$ cat src/rtl/dbg_trig_pkg.sv
package dbg_trig_pkg;

    localparam int WORD_W   = 32;
    localparam int PC_SLOTS = 4;

    // register offsets
    localparam int OFS_ADDR_VAL = 0;
    localparam int OFS_ADDR_MSK = 1;
    localparam int OFS_DATA_VAL = 2;
    localparam int OFS_DATA_MSK = 3;
    localparam int OFS_PC_BASE  = 4;

    // condition index inside an enable group
    localparam int C_ADDR = 0;
    localparam int C_DATA = 1;
    localparam int C_PC   = 2;

    typedef logic [WORD_W-1:0] word_t;
    typedef logic [2:0]        cond_vec_t;

    typedef struct packed {
        logic [21:0] spare_hi;
        logic        act_irq;    // bit 9
        logic        two_level;  // bit 8
        logic        spare7;
        cond_vec_t   arm_en;     // bits 6:4
        logic        spare3;
        cond_vec_t   trig_en;    // bits 2:0
    } trig_ctrl_t;

    function automatic logic masked_eq(word_t obs, word_t ref_v, word_t msk);
        return ((obs ^ ref_v) & ~msk) == '0;
    endfunction

    function automatic logic level_hit(cond_vec_t en, cond_vec_t cond);
        return (|en) && ((cond & en) == en);
    endfunction

endpackage

$ cat src/rtl/bkpt_regfile.sv
module bkpt_regfile
    import dbg_trig_pkg::*;
#(
    parameter int NUM_PC = PC_SLOTS,
    parameter int AW     = 4
) (
    input  logic                          clk,
    input  logic                          rst,
    input  logic                          we,
    input  logic [AW-1:0]                 addr,
    input  word_t                         wdata,
    output word_t                         addr_val,
    output word_t                         addr_msk,
    output word_t                         data_val,
    output word_t                         data_msk,
    output logic [NUM_PC-1:0][WORD_W-1:0] pc_val,
    output word_t                         pc_msk,
    output trig_ctrl_t                    ctrl
);
    localparam int OFS_PC_MSK = OFS_PC_BASE + NUM_PC;
    localparam int OFS_CTRL   = OFS_PC_MSK + 1;

    always_ff @(posedge clk) begin
        if (rst) begin
            addr_val <= '0;
            addr_msk <= '0;
            data_val <= '0;
            data_msk <= '0;
            pc_msk   <= '0;
            ctrl     <= '0;
        end else if (we) begin
            if (addr == AW'(OFS_ADDR_VAL)) addr_val <= wdata;
            if (addr == AW'(OFS_ADDR_MSK)) addr_msk <= wdata;
            if (addr == AW'(OFS_DATA_VAL)) data_val <= wdata;
            if (addr == AW'(OFS_DATA_MSK)) data_msk <= wdata;
            if (addr == AW'(OFS_PC_MSK))   pc_msk   <= wdata;
            if (addr == AW'(OFS_CTRL))     ctrl     <= trig_ctrl_t'(wdata);
        end
    end

    for (genvar i = 0; i < NUM_PC; i++) begin : g_pc
        always_ff @(posedge clk) begin
            if (rst)
                pc_val[i] <= '0;
            else if (we && addr == AW'(OFS_PC_BASE + i))
                pc_val[i] <= wdata;
        end
    end

endmodule

$ cat src/rtl/bkpt_mask_cmp.sv
module bkpt_mask_cmp
    import dbg_trig_pkg::*;
#(
    parameter int NUM_REF = 1
) (
    input  logic                           valid,
    input  word_t                          obs,
    input  logic [NUM_REF-1:0][WORD_W-1:0] ref_vals,
    input  word_t                          msk,
    output logic                           hit
);
    logic [NUM_REF-1:0] each_eq;

    for (genvar i = 0; i < NUM_REF; i++) begin : g_ref
        assign each_eq[i] = masked_eq(obs, ref_vals[i], msk);
    end

    assign hit = valid && (|each_eq);

endmodule

$ cat src/rtl/bkpt_sequencer.sv
module bkpt_sequencer
    import dbg_trig_pkg::*;
(
    input  logic clk,
    input  logic rst,
    input  logic trig_hit,
    input  logic arm_hit,
    input  logic two_level,
    input  logic act_irq,
    input  logic arm_clr,
    output logic halt_req,
    output logic irq_req
);
    logic armed_q;
    logic fire;

    assign fire = trig_hit && (!two_level || armed_q);

    always_ff @(posedge clk) begin
        if (rst) begin
            armed_q  <= 1'b0;
            halt_req <= 1'b0;
            irq_req  <= 1'b0;
        end else begin
            if (arm_clr)
                armed_q <= 1'b0;
            else if (two_level && arm_hit)
                armed_q <= 1'b1;
            halt_req <= fire && !act_irq;
            irq_req  <= fire && act_irq;
        end
    end

    AST_ONE_ACTION: assert property (@(posedge clk) disable iff (rst)
        !(halt_req && irq_req));

    AST_CLEAR_DISARMS: assert property (@(posedge clk) disable iff (rst)
        arm_clr |=> !armed_q);

    AST_SECOND_NEEDS_ARM: assert property (@(posedge clk) disable iff (rst)
        ((halt_req || irq_req) && $past(two_level)) |-> $past(armed_q));

endmodule

$ cat src/rtl/bkpt_trigger_unit.sv
module bkpt_trigger_unit
    import dbg_trig_pkg::*;
#(
    parameter int NUM_PC = PC_SLOTS,
    parameter int CFG_AW = $clog2(NUM_PC + 6)
) (
    input  logic              clk,
    input  logic              rst,
    input  logic              cfg_we,
    input  logic [CFG_AW-1:0] cfg_addr,
    input  logic [31:0]       cfg_wdata,
    input  logic              bus_valid,
    input  logic [31:0]       bus_addr,
    input  logic [31:0]       bus_data,
    input  logic              pc_valid,
    input  logic [31:0]       pc,
    input  logic              arm_clear,
    input  logic [3:0]        cpu_status,
    output logic              halt_req,
    output logic              dbg_irq_req,
    output logic              cpu_halted
);
    word_t                         addr_val, addr_msk, data_val, data_msk, pc_msk;
    logic [NUM_PC-1:0][WORD_W-1:0] pc_val;
    trig_ctrl_t                    ctrl;
    cond_vec_t                     cond;
    logic                          trig_hit, arm_hit;

    bkpt_regfile #(.NUM_PC(NUM_PC), .AW(CFG_AW)) u_regs (
        .clk      (clk),
        .rst      (rst),
        .we       (cfg_we),
        .addr     (cfg_addr),
        .wdata    (cfg_wdata),
        .addr_val (addr_val),
        .addr_msk (addr_msk),
        .data_val (data_val),
        .data_msk (data_msk),
        .pc_val   (pc_val),
        .pc_msk   (pc_msk),
        .ctrl     (ctrl)
    );

    bkpt_mask_cmp #(.NUM_REF(1)) u_cmp_addr (
        .valid    (bus_valid),
        .obs      (bus_addr),
        .ref_vals (addr_val),
        .msk      (addr_msk),
        .hit      (cond[C_ADDR])
    );

    bkpt_mask_cmp #(.NUM_REF(1)) u_cmp_data (
        .valid    (bus_valid),
        .obs      (bus_data),
        .ref_vals (data_val),
        .msk      (data_msk),
        .hit      (cond[C_DATA])
    );

    bkpt_mask_cmp #(.NUM_REF(NUM_PC)) u_cmp_pc (
        .valid    (pc_valid),
        .obs      (pc),
        .ref_vals (pc_val),
        .msk      (pc_msk),
        .hit      (cond[C_PC])
    );

    assign trig_hit = level_hit(ctrl.trig_en, cond);
    assign arm_hit  = level_hit(ctrl.arm_en, cond);

    bkpt_sequencer u_seq (
        .clk       (clk),
        .rst       (rst),
        .trig_hit  (trig_hit),
        .arm_hit   (arm_hit),
        .two_level (ctrl.two_level),
        .act_irq   (ctrl.act_irq),
        .arm_clr   (arm_clear),
        .halt_req  (halt_req),
        .irq_req   (dbg_irq_req)
    );

    assign cpu_halted = &cpu_status;

    AST_NEEDS_STROBE: assert property (@(posedge clk) disable iff (rst)
        (halt_req || dbg_irq_req) |-> $past(bus_valid || pc_valid));

    AST_RESET_QUIET: assert property (@(posedge clk)
        $rose(rst) |=> !halt_req && !dbg_irq_req);

endmodule

$ cat config.mk
export PLATFORM = sky130hd
export DESIGN_NAME = bkpt_trigger_unit
export DESIGN_NICKNAME = d
export VERILOG_FILES = /design/src/rtl/dbg_trig_pkg.sv /design/src/rtl/bkpt_regfile.sv /design/src/rtl/bkpt_mask_cmp.sv /design/src/rtl/bkpt_sequencer.sv /design/src/rtl/bkpt_trigger_unit.sv
export SDC_FILE = /design/constraint.sdc
export NUM_CORES = 1
export LEC_CHECK = 0
export CAP_MARGIN = 30
export CORE_UTILIZATION = 40
export DETAILED_ROUTE_END_ITERATION = 7
export GPL_TIMING_DRIVEN = 0
export MAX_ROUTING_LAYER = met4
export REMOVE_ABC_BUFFERS = 1
export SLEW_MARGIN = 30
export SYNTH_ARGS = -nofsm -noshare
export SYNTH_HDL_FRONTEND = slang
export SYNTH_SLANG_ARGS = --single-unit
$ cat constraint.sdc
create_clock -name clk -period 3.2 [get_ports clk]
set_input_delay 0.32 -clock clk [delete_from_list [all_inputs] [get_ports clk]]
set_output_delay 0.32 -clock clk [all_outputs]
set_load 0.01 [all_outputs]
==> metrics.csv, run 1 <==
metric;value;unit
clk_path_buf_depth;3;
switchingPower;1.90;mW
grt_setup_unrepaired;false;
synth.area.top_cells;dfxtp_1 (46%), nand2_1 (17%), xnor2_1 (13%), a21oi_1 (11%), clkbuf_1 (4.6%);
cts.sinks;299;
netlist_instances;1707;
p_leak;4.85;nW
worstSetupPathType;in -> reg;
initial_core_util;41.0;%
num_rows;65;
cts-hold-fix-buffers;0;
tightest_slew;0.874;ns
fmax;406;MHz
areaGrowthSynthToFinish;21.4;%
min_path_cells;2;
mostFrequentLayoutCells;nand2_1 (578), dfxtp_1 (299), a21oi_1 (289);
worstPathArrival;2.92;ns
pwr-share-comb;9.3;%
final_core_util;49.8;%
crit_family;compound AO/OA/AOI/OAI gates;
reg2reg_from;u_regs.pc_val[95]$_SDFFE_PP0P_;
p_seq_share;46.5;%
fp.dieW;183;µm
die_h;183;µm
r2r-end;u_seq.armed_q$_SDFFE_PP0P_;
cp-end-kind;flip-flop;
synth-seq-cells;299;
netSwitchingFraction;23.2;%
critPathSlowestCell;clkdlybuf4s50_1;
antenna_found_initial;2;
cellInternalPower;6.28;mW
hold_viol_final;0;
maxSlewViolCount;0;
min_path_type;in -> reg;
worstPathMaxFanout;4;
grt-ovfl-total;0;
r2r_cells;7;
whs;0.103;ns
setup_viol;0;
clock_latency;0.55;ns
status;completed;
wire_per_inst;18.1;µm
pwr-share-clk;44.3;%
yosysTopAreaCellShare;45.9;%
fp.dieArea;33400;µm²
critPathLaunch;pc[7];
hp-start;rst;
grt_pass1_wl;60.9;mm
grt.total_usage;24.4;%
cts_buffers;30;
num-nets-final;1888;
period_needed;2.46;ns
grt_pass1_vias;10600;
synth-seq-area-share;45.9;%
p_per_area;517;nW/µm²
postSynthAreaPerCell;7.65;µm²
ys_types;29;
drc;0;
crit_required;3.65;ns
r2r_slack;0.81;ns
drt_pass1_iterations;5;
drv_cap;0;
ir_drop;0.531;mV
ctsResizeCount;0;
synth_top_cell_by_area;dfxtp_1;
num_vias;11400;
whs_endpoint;u_regs.data_val[21]$_SDFFE_PP0P_;
gp_congestion;0.799;
finClkSkew;0.00506;ns
path_buf_inv;1;
slew_headroom;41.7;%
syn-cell-area;13100;µm²
max_stage_delay;0.63;ns
clock-root-buffer;clkbuf_16;
viasPerCell;5.15;
ys.warnings.count;0;
post-cts-setup-buffers;0;
coreArea;31800;µm²
drive_gt1_share;5.09;%
grt_max_degree;111;
ant_nets;0;
fin_crit_sh;77.0;%
cts_max_level;1;
clkTransAtPathRegs;0.06;ns
path_cells;clkdlybuf4s50_1, xnor2_1, o22ai_1, nor4_1, nand4_1, a41oi_1, nor3b_1, a2111oi_2;
drt_iter0_drc;840;
cts_tree;yes;
io_pins;145;
critPathLaunchType;input port;
io_buffers;144;
routed_wl;39.9;mm
layout_commonest_cell;nand2_1;
dp_hpwl;27.1;mm
-- cells in the mapped netlist --
| cell type | count |
|---|---|
| and2_1 | 2 |
| or4_1 | 1 |
| nand4_1 | 4 |
| clkbuf_1 | 159 |
| a21oi_1 | 289 |
| and4_1 | 1 |
| o22ai_1 | 93 |
| dfxtp_1 | 299 |
| nor4_2 | 1 |
| nor3b_1 | 2 |
| o22a_1 | 1 |
| nand3_1 | 4 |
| xnor2_1 | 192 |
| a2111oi_2 | 1 |
| inv_1 | 6 |
| nor3_1 | 7 |
| a41oi_1 | 1 |
| nor4_1 | 22 |
| o211ai_1 | 2 |
| or3_1 | 3 |
| nand2b_1 | 2 |
| nand3b_1 | 1 |
| nor2b_1 | 1 |
| mux2i_1 | 8 |
| or2_2 | 3 |
| o2111ai_1 | 1 |
| o21ai_0 | 5 |
| nand2_1 | 582 |
| nor2_1 | 14 |
-- registers in the layout, summed over array words and instances (netlist names) --
signal           cells
u_seq.irq_req        1
u_regs.data_val     32
u_regs.pc_msk       32
u_regs.addr_val     32
u_regs.pc_val      128
u_seq.halt_req       1
u_regs.addr_msk     32
u_regs.ctrl          8
u_seq.armed_q        1
u_regs.data_msk     32
-- layer usage --
layer / track usage, % / wire length (µm)
met5: - / 0
met3: 3.05 / 2450
met4: 6.22 / 1050
met2: 39.0 / 18400
met1: 32.6 / 18000
-- worst max path at each step --
stage | to | slack, ns | cells after the start
after floorplan | u_regs.data_val[0]$_SDFFE_PP0P_ | 0.17 | 3
after global placement | u_regs.ctrl[9]$_SDFFE_PP0P_ | -5.95 | 2
after detailed placement | u_seq.armed_q$_SDFFE_PP0P_ | 0.21 | 8
after CTS | u_seq.armed_q$_SDFFE_PP0P_ | 0.78 | 8
after global routing | u_seq.armed_q$_SDFFE_PP0P_ | 0.70 | 8
final | u_seq.armed_q$_SDFFE_PP0P_ | 0.74 | 8
-- cell type report --
type / instances / area, µm²
Timing Repair Buffer: 166 / 1760
Inverter: 6 / 22.5
Clock buffer: 46 / 902
Antenna cell: 2 / 5.00
Fill cell: 3036 / 16000
Sequential cell: 299 / 5990
Clock inverter: 9 / 120
Tap cell: 435 / 544
Multi-Input combinational cell: 1243 / 6510
-- power groups by stage --
stage          clock, mW  sequential [mW]  combinational (mW)
6_report            3.62             3.80               0.758
2_1_floorplan          0             3.88               0.276
3_5_place_dp           0             3.89               0.755
4_1_cts             3.68             3.80               0.758
5_1_grt             3.84             3.81               0.810
3_3_place_gp           0             3.89               0.739
-- through the flow --
stage / setup slack [ns] / std cells / TNS, ns / total power, mW / instance area (µm²)
floorplan: 0.174 / 1548 / 0 / 4.15 / 12500
global placement: -5.95 / 2127 / -1700.92 / 4.62 / 14400
detailed placement: 0.205 / 2149 / 0 / 4.64 / 14800
CTS: 0.780 / 2204 / 0 / 8.24 / 15800
global route: 0.704 / 2206 / 0 / 8.46 / 15800
finish: 0.735 / 2206 / 0 / 8.19 / 15800
-- logic make-up (layout without fill, tap and decap cells) --
logic type / after synthesis / in the layout / synth area share [%]
muxes: 8 / 8 / 0.614
buffers and inverters: 165 / 227 / 4.75
other: 0 / 2 / 0
xor gates and xnor gates: 192 / 192 / 12.9
and+or+nand+nor: 650 / 650 / 19.7
AOI/OAI and AO/OA: 393 / 393 / 16.2
DFF: 299 / 299 / 45.9
(Power assumes the default switching activity.)
==> run 2, diff against run 1 <==
==> constraint.sdc (replaced) <==
create_clock -name clk -period 2.32 [get_ports clk]
set_input_delay 0.232 -clock clk [delete_from_list [all_inputs] [get_ports clk]]
set_output_delay 0.232 -clock clk [all_outputs]
set_load 0.01 [all_outputs]
==> metrics.csv, run 2 (synthesis results as in run 1) <==
metric;value;unit
status;completed;
clock-root-buffer;clkbuf_16;
clk_path_buf_depth;3;
period_needed;2.18;ns
cp-end-kind;flip-flop;
antenna_found_initial;2;
mostFrequentLayoutCells;nand2_1 (578), dfxtp_1 (299), a21oi_1 (289);
slew_headroom;42.6;%
grt.total_usage;24.4;%
worstPathMaxFanout;5;
grt_max_degree;111;
cts.sinks;299;
fp.dieW;183;µm
grt_pass1_wl;60.9;mm
cts_buffers;30;
coreArea;31800;µm²
ant_nets;0;
dp.cells;2149;
cts_tree;yes;
fill_cells;3033;
post-cts-setup-buffers;0;
top_register;u_regs.pc_val;
crit_required;2.77;ns
p_per_area;713;nW/µm²
drive_gt1_share;5.25;%
finalWorstSetupSlack;0.141;ns
setup_tns;0;ns
initial_core_util;41.0;%
drv_cap;0;
busiest_layer;met2;
worstSetupPathType;reg -> reg;
viasPerCell;5.15;
areaGrowthSynthToFinish;21.6;%
post-place-ws;-0.587;ns
min_path_type;in -> reg;
fin_crit_sh;93.9;%
finClkSkew;0.00649;ns
clock_latency;0.55;ns
multi_input_area;6530;µm²
grt_setup_unrepaired;false;
io_pins;145;
layout_commonest_cell;nand2_1;
fin_cells;2207;
seq_area;5990;µm²
worstPathArrival;2.63;ns
hold_viol_final;0;
dp_hpwl;27.1;mm
setup_viol;0;
io_buffers;144;
fmax;459;MHz
ir_drop;0.732;mV
grt_use_met2;39.0;%
placedInstanceArea;14800;µm²
num_vias;11400;
drt_pass1_iterations;5;
num_rows;65;
fp.dieArea;33400;µm²
routed_wl;40.0;mm
finalInstanceArea;15900;µm²
maxSlewViolCount;0;
p_leak;4.85;nW
grt_use_met3;3.05;%
num-nets-final;1889;
die_h;183;µm
gp_congestion;0.799;
grt_use_met1;32.6;%
critPathLaunchType;flip-flop;
grt_pass1_vias;10600;
tightest_slew;0.861;ns
drc;0;
final_core_util;49.9;%
drt_iter0_drc;816;
cts_max_level;1;
largest_reg_flops;128;
grt-ovfl-total;0;
clkTransAtPathRegs;0.06;ns
wire_per_inst;18.1;µm
==> run 2: what timing repair did <==
| action | CTS | global route |
|---|---|---|
| endpoints found under the setup margin | 1 | 1 |
| hold buffers | 1 | 0 |
| hold endpoints to repair | 1 | 0 |
| resized for setup | 1 | 2 |
==> run 2: metal layers <==
| layer | part of all wire (%) | vias up |
|---|---|---|
| li1 | - | 5674 |
| met1 | 45 | 5277 |
| met2 | 46 | 351 |
| met3 | 6.1 | 54 |
| met4 | 2.6 | 0 |
| met5 | 0 | - |
==> run 2: power breakdown <==
part	switching, mW	internal [mW]
Combinational	0.573	0.475
Clock	2.02	2.99
Sequential	0.0464	5.20
==> run 2: worst paths after layout <==
check / depth (start not counted) / endpoint / startpoint / slack, ns
setup / recovery: 6 / u_seq.armed_q$_SDFFE_PP0P_ / u_regs.pc_msk[20]$_SDFFE_PP0P_ / 0.14
hold / removal: 2 / u_seq.armed_q$_SDFFE_PP0P_ / arm_clear / 0.35
setup reg to reg: 6 / u_seq.armed_q$_SDFFE_PP0P_ / u_regs.pc_msk[20]$_SDFFE_PP0P_ / 0.14
hold reg to reg: 2 / u_regs.addr_msk[12]$_SDFFE_PP0P_ / u_regs.addr_msk[12]$_SDFFE_PP0P_ / 0.46
==> run 2: final cells by class <==
type | instances | area share, %
flip-flops and latches | 299 | 37.7
diodes | 2 | 0.0315
clock buffers | 46 | 5.68
repair buffers | 167 | 11.1
clock inverters | 9 | 0.757
multi-input cells | 1243 | 41.1
inverters | 6 | 0.142
well taps | 435 | 3.43
==> run 2: worst max-delay path: stages (launching register included) <==
cell and delay, ns:
dfxtp_1 0.46, o22ai_1 0.14, nor4_1 0.53, nand4_1 0.18
a41oi_2 0.35, nor3b_1 0.11, a2111oi_2 0.32
==> run 2: per-stage QoR <==
| stage | hold WS (ns) | power [mW] |
|---|---|---|
| after floorplan | 0.301 | 5.73 |
| after global placement | 0.439 | 6.38 |
| after detailed placement | 0.446 | 6.40 |
| after CTS | 0.320 | 11.4 |
| after global routing | 0.332 | 11.7 |
| final | 0.354 | 11.3 |
